`config.mk`:
```
export PLATFORM = sky130hd
export DESIGN_NAME = addr_tenure_ctl
export DESIGN_NICKNAME = d
export VERILOG_FILES = /design/src/rtl/addr_tenure_pkg.sv /design/src/rtl/tenure_grant_qual.sv /design/src/rtl/tenure_fsm.sv /design/src/rtl/addr_tenure_ctl.sv
export SDC_FILE = /design/constraint.sdc
export NUM_CORES = 1
export LEC_CHECK = 0
export CAP_MARGIN = 15
export CORE_AREA = 2 2 39 41
export DETAILED_ROUTE_END_ITERATION = 7
export DIE_AREA = 0 0 41 43
export GPL_ROUTABILITY_DRIVEN = 0
export PLACE_DENSITY = 0.59
export SLEW_MARGIN = 0
export SYNTH_ARGS = -nofsm -noshare
export SYNTH_HDL_FRONTEND = slang
export SYNTH_HIERARCHICAL = 1
export SYNTH_SLANG_ARGS = --single-unit
export TNS_END_PERCENT = 10
```
`constraint.sdc`:
```
create_clock -name clk_i -period 3.6 [get_ports clk_i]
set_input_delay 0.36 -clock clk_i [delete_from_list [all_inputs] [get_ports clk_i]]
set_output_delay 0.36 -clock clk_i [all_outputs]
set_load 0.005 [all_outputs]
```
`src/rtl/addr_tenure_pkg.sv`:
```
package addr_tenure_pkg;

    // Phases of one address tenure as seen from this master.
    typedef enum logic [1:0] {
        ST_IDLE = 2'd0,
        ST_REQ  = 2'd1,
        ST_OWN  = 2'd2,
        ST_REL  = 2'd3
    } tenure_st_e;

endpackage

```
`src/rtl/tenure_grant_qual.sv`:
```
module tenure_grant_qual (
    input  logic clk_i,
    input  logic rst_i,
    input  logic bg_n_i,
    input  logic abb_n_i,
    input  logic aack_n_i,
    input  logic artry_n_i,
    output logic grant_o
);

    typedef struct packed {
        logic aack_prev;   // acknowledge seen in the previous cycle
        logic qual_prev;   // grant was qualified in the previous cycle
    } qual_regs_t;

    qual_regs_t r_d, r_q;
    logic       retry_block;
    logic       qual_now;

    always_comb begin
        // Retry only counts in the cycle right after an acknowledge.
        retry_block = r_q.aack_prev & ~artry_n_i;
        qual_now    = ~bg_n_i & abb_n_i & ~retry_block;
        r_d.aack_prev = ~aack_n_i;
        r_d.qual_prev = qual_now;
        // A grant withdrawn this cycle still counts if it qualified last cycle.
        grant_o = qual_now | r_q.qual_prev;
    end

    always_ff @(posedge clk_i) begin
        if (rst_i) begin
            r_q <= '0;
        end else begin
            r_q <= r_d;
        end
    end

endmodule

```
`src/rtl/tenure_fsm.sv`:
```
module tenure_fsm
    import addr_tenure_pkg::*;
#(
    parameter int RELEASE_CYCLES = 1
) (
    input  logic clk_i,
    input  logic rst_i,
    input  logic req_i,
    input  logic grant_i,
    input  logic aack_n_i,
    input  logic artry_n_i,
    output logic br_n_o,
    output logic abb_n_o,
    output logic abb_oe_o,
    output logic done_o
);

    localparam int CNT_W = (RELEASE_CYCLES > 1) ? $clog2(RELEASE_CYCLES) : 1;
    localparam logic [CNT_W-1:0] LAST = CNT_W'(RELEASE_CYCLES - 1);

    typedef struct packed {
        tenure_st_e       st;
        logic [CNT_W-1:0] cnt;
        logic             retry;
        logic             br_n;
        logic             abb_n;
        logic             oe;
        logic             done;
    } fsm_regs_t;

    fsm_regs_t s_d, s_q;
    logic      take;
    logic      retry_now;

    always_comb begin
        s_d       = s_q;
        s_d.done  = 1'b0;
        retry_now = 1'b0;
        // No new tenure in the cycle that reports completion.
        take = req_i & grant_i & ~s_q.done;

        unique case (s_q.st)
            ST_IDLE, ST_REQ: begin
                if (take) begin
                    s_d.st    = ST_OWN;
                    s_d.br_n  = 1'b1;
                    s_d.abb_n = 1'b0;
                    s_d.oe    = 1'b1;
                end else if (req_i) begin
                    s_d.st   = ST_REQ;
                    s_d.br_n = 1'b0;
                end else begin
                    s_d.st   = ST_IDLE;
                    s_d.br_n = 1'b1;
                end
            end
            ST_OWN: begin
                if (!aack_n_i) begin
                    s_d.st    = ST_REL;
                    s_d.cnt   = '0;
                    s_d.retry = 1'b0;
                    s_d.abb_n = 1'b1;
                    s_d.oe    = 1'b1;
                end
            end
            ST_REL: begin
                retry_now = s_q.retry | ((s_q.cnt == '0) & ~artry_n_i);
                s_d.retry = retry_now;
                if (s_q.cnt == LAST) begin
                    s_d.oe    = 1'b0;
                    s_d.retry = 1'b0;
                    s_d.cnt   = '0;
                    if (retry_now) begin
                        if (req_i) begin
                            s_d.st   = ST_REQ;
                            s_d.br_n = 1'b0;
                        end else begin
                            s_d.st = ST_IDLE;
                        end
                    end else begin
                        s_d.st   = ST_IDLE;
                        s_d.done = 1'b1;
                    end
                end else begin
                    s_d.cnt = s_q.cnt + 1'b1;
                end
            end
            default: s_d.st = ST_IDLE;
        endcase
    end

    always_ff @(posedge clk_i) begin
        if (rst_i) begin
            s_q.st    <= ST_IDLE;
            s_q.cnt   <= '0;
            s_q.retry <= 1'b0;
            s_q.br_n  <= 1'b1;
            s_q.abb_n <= 1'b1;
            s_q.oe    <= 1'b0;
            s_q.done  <= 1'b0;
        end else begin
            s_q <= s_d;
        end
    end

    assign br_n_o   = s_q.br_n;
    assign abb_n_o  = s_q.abb_n;
    assign abb_oe_o = s_q.oe;
    assign done_o   = s_q.done;

endmodule

```
`src/rtl/addr_tenure_ctl.sv`:
```
module addr_tenure_ctl #(
    parameter int RELEASE_CYCLES = 1
) (
    input  logic clk_i,
    input  logic rst_i,
    input  logic req_i,
    output logic done_o,
    output logic br_n_o,
    input  logic bg_n_i,
    input  logic abb_n_i,
    output logic abb_n_o,
    output logic abb_oe_o,
    input  logic aack_n_i,
    input  logic artry_n_i
);

    logic grant;

    tenure_grant_qual u_qual (
        .clk_i     (clk_i),
        .rst_i     (rst_i),
        .bg_n_i    (bg_n_i),
        .abb_n_i   (abb_n_i),
        .aack_n_i  (aack_n_i),
        .artry_n_i (artry_n_i),
        .grant_o   (grant)
    );

    tenure_fsm #(
        .RELEASE_CYCLES (RELEASE_CYCLES)
    ) u_fsm (
        .clk_i     (clk_i),
        .rst_i     (rst_i),
        .req_i     (req_i),
        .grant_i   (grant),
        .aack_n_i  (aack_n_i),
        .artry_n_i (artry_n_i),
        .br_n_o    (br_n_o),
        .abb_n_o   (abb_n_o),
        .abb_oe_o  (abb_oe_o),
        .done_o    (done_o)
    );

endmodule

```
* Yosys cells after proc, flatten, opt, wreduce, memory -nomap -nowiden
Index checks and enable logic that the tools add are counted.
** Word-level totals
- Register bits after elaboration :: 10
- Bits of input ports :: 7
- Output and inout port bits :: 4
- Logic and storage cells :: 64
** Operators by class
- Add/sub/neg operators :: 1
- Eq/ne operators :: 8
- Mux-type cells :: 20
- Bitwise operators :: 15
- Reductions and logical operators :: 11
** Operators by type and width (count)
- $mux 2 :: 6
- $mux 1 :: 8
- $not 1->1 :: 7
- $and 1x1->1 :: 6
- $ne 2x2->1 const B :: 3
- $pmux 2 s3 :: 1
- $reduce_and 3->1 :: 2
- $reduce_bool 2->1 :: 3
- $eq 2x2->1 const B :: 2
- $mux 4 :: 1
- $ne 2x1->1 const B :: 2
- $pmux 1 s2 :: 2
- $pmux 2 s2 :: 1
- $reduce_and 2->1 :: 2
- $reduce_and 4->1 :: 1
- $pmux 1 s3 :: 1
- $reduce_or 3->1 :: 1
- $eq 2x1->1 const B :: 1
- $logic_not 2->1 :: 1
- $or 1x1->1 :: 2
- $reduce_or 2->1 :: 1
- $add 1x1->1 const B :: 1

* Logic depth before layout (Yosys ltp)
Gate-level depths: netlist of run 1.
- Word-level depth :: 9
- Mapped depth :: 5
- Mapped depth without buffers :: 5

* By module
The synthesis of run 1 kept the hierarchy.
** By module, submodules not included
- tenure_fsm :: instances 1, cells an instance 25, area each 254.0 µm², sequential area each 120.1 µm²
- tenure_grant_qual :: instances 1, cells an instance 7, area each 80.1 µm², sequential area each 40.0 µm²

* Worst setup path after synthesis of run 1
OpenSTA, ideal clock, no wires.
- Kind :: input to register
- Start :: in artry_n_i
- End :: reg u_fsm.s_q (netlist bit u_fsm/br_n_o)
- Setup time :: 0.122 ns
- Data arrival time :: 1.118 ns
- Data required time :: 3.478 ns
- Setup slack :: 2.360 ns
- Stages :: 5
- Buffers on the path :: 0
- Cell sequence :: nand2b_4 a31o_1 nand2b_1 a21oi_1 a311o_1
** Between the ends
- Cells in the longest elaborated chain, start to end :: 9
- Elaborated cells between the ends (all ways) :: 13
- Those cells by class :: eq/ne (1); mux (2); bitwise (9); reduce/logical (1)
** RTL lines
- start, declared :: RTL line addr_tenure_ctl.sv:14 : input logic artry_n_i
- $not 1->1 :: RTL line tenure_grant_qual.sv:22 : retry_block = r_q.aack_prev & ~artry_n_i;
- $and 1x1->1 :: RTL line tenure_grant_qual.sv:22
- $not 1->1 :: RTL line tenure_grant_qual.sv:23 : qual_now = ~bg_n_i & abb_n_i & ~retry_block;
- $and 1x1->1 :: RTL line tenure_grant_qual.sv:23
- $or 1x1->1 :: RTL line tenure_grant_qual.sv:27 : grant_o = qual_now | r_q.qual_prev;
- named net grant :: RTL line addr_tenure_ctl.sv:17 : logic grant;
- $and 1x1->1 (2 in a row) :: RTL line tenure_fsm.sv:40 : take = req_i & grant_i & ~s_q.done;
- $mux 1 :: RTL line tenure_fsm.sv:44 : if (take) begin
- $pmux 1 s2 :: RTL line tenure_fsm.sv:42 : unique case (s_q.st)
- end, declared :: RTL line tenure_fsm.sv:31 : fsm_regs_t s_d, s_q;
The timed path passes the listed nets, and every way through them passes these cells.
A chain may end at the register's enable or synchronous reset.

* Worst setup path after layout of run 1
Ends and elaborated chain as after synthesis.

==> flow_summary.toml, run 1 <==
[critical_path]
cp_max_fo = 3
max_stage_delay_ns = 0.44
cp-start-kind = "primary input"
critPathKind = "primary input to flip-flop"
required_ns = 3.74
path_cells = "clkdlybuf4s50_1 > nand2b_4 > a31o_1 > nand2b_1 > a21oi_1 > a311o_1"
critPathArrivalTime_ns = 1.65
end_kind = "flip-flop"
crit_path_top_delay_cell = "clkdlybuf4s50_1"

[floorplanning]
chipWidth_um = 41
core_um2 = 1380
initial_utilization_pct = 24.1
die_h_um = 43
die_area_um2 = 1760
rows = 14
io-pin-count = 11

[clock_network]
cts_tree = "done"
cts_hold_buf = 0
cts_buffers = 3
clkSinkCount = 8
clk_latency_ns = 0.25
cts_post_setup_buffers_inserted = 0
ctsResizeCount = 0
clkTransAtPathRegs_ns = 0.05
ctsHtreeMaxLevel = 1
cts_root_buf = "clkbuf_4"
clock_path_buffers = 2

[power_and_ir_drop]
sequentialPowerShare_pct = 50.8
p_total_uw = 196
leakagePower_nw = 0.188
max-vdd-ir-drop_mv = 0.0932
p_sw_share_pct = 22.9
power_frac_clock_pct = 34.8
power_density_nw_per_um2 = 422
internal_power_uw = 151
switchingPower_uw = 45.1
power.share.combinational_pct = 14.4

[timing]
tns_ns = 0
holdWs_ns = 0.484
grt_setup_unrepaired = "no"
fmax_mhz = 660
slew_viol_final = 0
setup_viol = 0
finalHoldViolCount = 0
setup_ws_ns = 2.09
tightest_slew_ns = 0.303
min_period_over_period_pct = 42.1
relSlewSlack_pct = 79.8
post-route-min-period_ns = 1.51
finalClockSkew_ns = 0.00222

[synth]
synth-seq-area-share_pct = 47.9
synth-edff-count = 0
synth_seq_cells = 8
syn_area_um2 = 334
synth_area_leaders = "dfxtp_1 (48%), nand3b_1 (6.7%), a21oi_1 (4.5%)"
synthArstFlopShare_pct = 0
yosysWarnings = 6
netlist.area_leader.share_pct = 47.9
yosysMostFrequentCell = "dfxtp_1"
synth-main-ff-cell = "dfxtp_1"
yosysUniqueCellTypes = 18
avgSynthCellArea_um2 = 10.4
synth_fp_nets = 39
yosys.area.top_type = "dfxtp_1"
postSynthCellCount = 32
synth_common_cells = "dfxtp_1 (8), a21oi_1 (3), nand3b_1 (3), nor2_1 (3), nand2b_1 (2)"

[run_status]
status = "finished clean"

[routing]
via_per_inst = 4.73
vias = 284
wl_per_cell_um = 10.8
ant_nets = 0
firstDrtPassIters = 4
wl_um = 645
drtIter0Drc = 6
drc = 0

[finish]
nNetsFinal = 53
area.growth.synth_to_final_pct = 39.3
utilization_pct = 33.6
fin_cells = 60
n_antenna_cell = 0
fin_area_um2 = 465
drive_above_1_share_pct = 13.6

[grt]
grt_overflow = 0
grt_pass1_wl_um = 1000
antenna_found_initial = 0
grt_pass1_vias = 267
grt_start_max_net_pins = 11
grtUsageTotal_pct = 8.73

[run]
cap_violations = 0

[worst_hold_path]
hold_path_class = "flip-flop to flip-flop"

[placement]
port_buffers = 10
pre_cts_ws_ns = 1.83
numPlacedInstances = 57
dpl_cell_area_um2 = 443
## registers in the layout (all words and copies together), names as in the netlist
register,flops
u_fsm/abb_n_o,1
u_qual/r_q,2
u_fsm/abb_oe_o,1
u_fsm/br_n_o,1
u_fsm/done_o,1
u_fsm/s_q,2
## power groups by stage
stage / Clock [mW] / Combinational, mW / Sequential [mW]
after floorplan: 0 / 0.0149 / 0.0999
after global placement: 0 / 0.0284 / 0.102
after detailed placement: 0 / 0.0282 / 0.102
after CTS: 0.0740 / 0.0284 / 0.0997
after global routing: 0.0790 / 0.0310 / 0.100
final: 0.0684 / 0.0283 / 0.0997
## metal layers
layer / vias to the layer above / wire, µm / track usage, %
li1: 143 / - / -
met1: 134 / 267 / 9.97
met2: 7 / 302 / 11.6
met3: 0 / 74 / 3.66
met4: 0 / 0 / 8.00
met5: - / 0 / 0
## final cells by class
| cell class | instances | area [µm²] |
|---|---|---|
| sequential | 8 | 160 |
| clock buffer | 3 | 22.5 |
| inverter | 1 | 3.75 |
| timing repair buffer | 10 | 100 |
| tap | 16 | 20.0 |
| multi-input combinational | 22 | 159 |
| fill | 152 | 918 |
## logic make-up (layout without fill, tap and decap cells)
| kind of cell | Yosys count | after routing | synth area share (%) |
|---|---|---|---|
| muxes | 1 | 1 | 3.37 |
| and+or+nand+nor | 14 | 14 | 29.2 |
| buffers and inverters | 2 | 14 | 4.49 |
| DFF | 8 | 8 | 47.9 |
| AOI/OAI and AO/OA | 7 | 7 | 15.0 |
## final timing paths
| check | startpoint | to | slack (ns) | cells past startpoint |
|---|---|---|---|---|
| hold / removal | u_fsm/abb_n_o | u_fsm/abb_n_o | 0.48 | 2 |
| hold reg to reg | u_fsm/abb_n_o | u_fsm/abb_n_o | 0.48 | 2 |
| setup / recovery | artry_n_i | u_fsm/br_n_o | 2.09 | 6 |
| setup reg to reg | u_qual/r_q[1] | u_fsm/br_n_o | 2.38 | 5 |
## cells in the final DEF, fill, tap and decap left out
cell,n
nor3_1,1
nand3b_1,3
mux2_2,1
a21oi_1,3
nand2_1,1
nor2_1,3
nand2b_4,1
nand2b_1,2
a31o_1,1
and4b_2,1
and4b_1,1
clkbuf_4,3
a311o_1,1
clkdlybuf4s50_1,10
nor3b_1,1
o211a_1,1
inv_1,1
dfxtp_1,8
o22ai_1,1
## worst max-delay path: cells and delay by family
kind,cells,cell delay [ns]
compound gates,3,0.63
buf+inv,1,0.44
simple gates,2,0.22
Note: power is estimated with default switching activity, not from simulation.
==> inputs of run 2 (changes only) <==
--- a/config.mk
+++ b/config.mk
@@ -10,7 +10,7 @@
 export DETAILED_ROUTE_END_ITERATION = 7
 export DIE_AREA = 0 0 41 43
 export GPL_ROUTABILITY_DRIVEN = 0
-export PLACE_DENSITY = 0.59
+export PLACE_DENSITY = 0.61
 export SLEW_MARGIN = 0
 export SYNTH_ARGS = -nofsm -noshare
 export SYNTH_HDL_FRONTEND = slang
==> constraint.sdc (replaced) <==
create_clock -name clk_i -period 1.36 [get_ports clk_i]
set_input_delay 0.136 -clock clk_i [delete_from_list [all_inputs] [get_ports clk_i]]
set_output_delay 0.136 -clock clk_i [all_outputs]
set_load 0.005 [all_outputs]
==> run 2 against run 1 <==
Final area increased by 3.2%. Routed wire length increased by 5.3%. Largest power group unchanged. Combinational power increased to 2.9 times the previous value. Cell count increased by 3.3%. Clock skew decreased by 0.0016 ns. Register-to-register slack got worse by 2.2 ns. Highest routed layer is now met4. Sequential power increased to 2.6 times the previous value. Non-clock buffer count increased by 2. Global-route usage increased by 0.82 points. Die area unchanged.
==> flow_summary.toml, run 2 (synthesized netlist as in run 1, its figures left out) <==
[placement]
dpl_cell_area_um2 = 458
port_buffers = 10
numPlacedInstances = 59

[clock_network]
cts_buffers = 3
ctsResizeCount = 0
clkSinkCount = 8
clock_path_buffers = 2
clkTransAtPathRegs_ns = 0.05
cts_tree = "done"
clk_latency_ns = 0.25
cts_root_buf = "clkbuf_4"
cts_hold_buf = 0
ctsHtreeMaxLevel = 1
cts_post_setup_buffers_inserted = 0

[power_and_ir_drop]
max-vdd-ir-drop_mv = 0.466
leakagePower_nw = 0.197
power_density_nw_per_um2 = 1090

[critical_path]
critPathTopFamily = "compound AO/OA/AOI/OAI gates"
critPathArrivalTime_ns = 1.41
end_kind = "flip-flop"
max_stage_delay_ns = 0.43
cp-start-kind = "primary input"
path_cells = "clkdlybuf4s50_1 > nand2b_4 > a31o_1 > nand2b_1 > a21oi_1 > a311o_1"
critPathKind = "primary input to flip-flop"
cp_max_fo = 2
required_ns = 1.49
crit_path_top_delay_cell = "clkdlybuf4s50_1"
path_buf_inv = 1

[floorplanning]
core_um2 = 1380
rows = 14
initial_utilization_pct = 24.1
die_area_um2 = 1760
die_h_um = 43
io-pin-count = 11
chipWidth_um = 41

[run_status]
status = "finished clean"

[routing]
drc = 0
wl_um = 679
firstDrtPassIters = 2
drtIter0Drc = 4
ant_nets = 0
wl_per_cell_um = 11.0
vias = 285
via_per_inst = 4.60

[timing]
grt_setup_unrepaired = "no"
fmax_mhz = 784
relSlewSlack_pct = 80.2
holdWs_ns = 0.480
tns_ns = 0
setup_viol = 0
post-route-min-period_ns = 1.27
tightest_slew_ns = 0.296
min_period_over_period_pct = 93.7
slew_viol_final = 0
finalHoldViolCount = 0
finalClockSkew_ns = 0.000614

[finish]
drive_above_1_share_pct = 17.4
top_regs = "u_fsm/s_q x2, u_qual/r_q x2"
final_common_cell = "clkdlybuf4s50_1"
area.growth.synth_to_final_pct = 43.8
final_cell_mix = "clkdlybuf4s50_1 (10), dfxtp_1 (8)"
multi_input_area_um2 = 159
fin_area_um2 = 480
n_antenna_cell = 0
area.sequential_um2 = 160
nNetsFinal = 55
fill_cells = 152
fin_cells = 62

[grt]
use_met3_pct = 3.66
grt_pass1_wl_um = 1060
met1_usage_pct = 10.7
grt_pass1_vias = 275
use_met2_pct = 12.5
grtUsageTotal_pct = 9.56
grt_overflow = 0
gr-max-usage-layer = "met2"
grt_start_max_net_pins = 11
antenna_found_initial = 0

[run]
cap_violations = 0

[worst_hold_path]
hold_path_class = "flip-flop to flip-flop"
[run 2: changes by cell type in the layout (fill, tap and decap cells not counted), sizes merged]
cell | previous run | this run
buf | 0 | 2
[run 2: stage by stage]
| step | util [%] | power [mW] | worst slack (ns) |
|---|---|---|---|
| 6_report | 34.7 | 0.522 | 0.0853 |
| 3_3_place_gp | 33.1 | 0.350 | -0.166 |
| 3_5_place_dp | 33.1 | 0.351 | -0.182 |
| 5_1_grt | 34.7 | 0.556 | 0.0270 |
| 2_1_floorplan | - | 0.304 | 0.214 |
| 4_1_cts | 34.7 | 0.533 | 0.0757 |
[run 2: routing by layer]
layer	wire length, µm	vias up	share of wire, %
met5	0	-	0
met4	10	0	1.5
met3	70	2	10
met2	311	7	46
met1	286	131	42
li1	-	145	-
[run 2: worst paths after layout]
| path | startpoint | to | slack [ns] | cells past startpoint |
|---|---|---|---|---|
| worst min-delay path | u_fsm/abb_n_o | u_fsm/abb_n_o | 0.48 | 2 |
| worst min register to register | u_fsm/abb_n_o | u_fsm/abb_n_o | 0.48 | 2 |
| worst max register to register | u_qual/r_q[1] | u_fsm/br_n_o | 0.14 | 5 |
| worst max-delay path | artry_n_i | u_fsm/br_n_o | 0.09 | 6 |
[run 2: layout make-up]
type / count / share of cell area, %
Clock buffer: 3 / 4.69
Inverter: 1 / 0.781
Multi-Input combinational cell: 22 / 33.1
Sequential cell: 8 / 33.3
Tap cell: 16 / 4.17
Timing Repair Buffer: 12 / 24.0
[run 2: power by group]
part / total, mW / internal (mW) / switching [mW]
Sequential: 0.264 / 0.250 / 0.0137
Clock: 0.176 / 0.101 / 0.0758
Combinational: 0.0815 / 0.0549 / 0.0265
Total: 0.522 / 0.406 / 0.116
[run 2: worst reg2reg max path, cell delays in order (launching register included)]
cell and delay [ns]:
dfxtp_1 0.36, nand2b_4 0.06, a31o_1 0.22, nand2b_1 0.07, a21oi_1 0.08, a311o_1 0.32
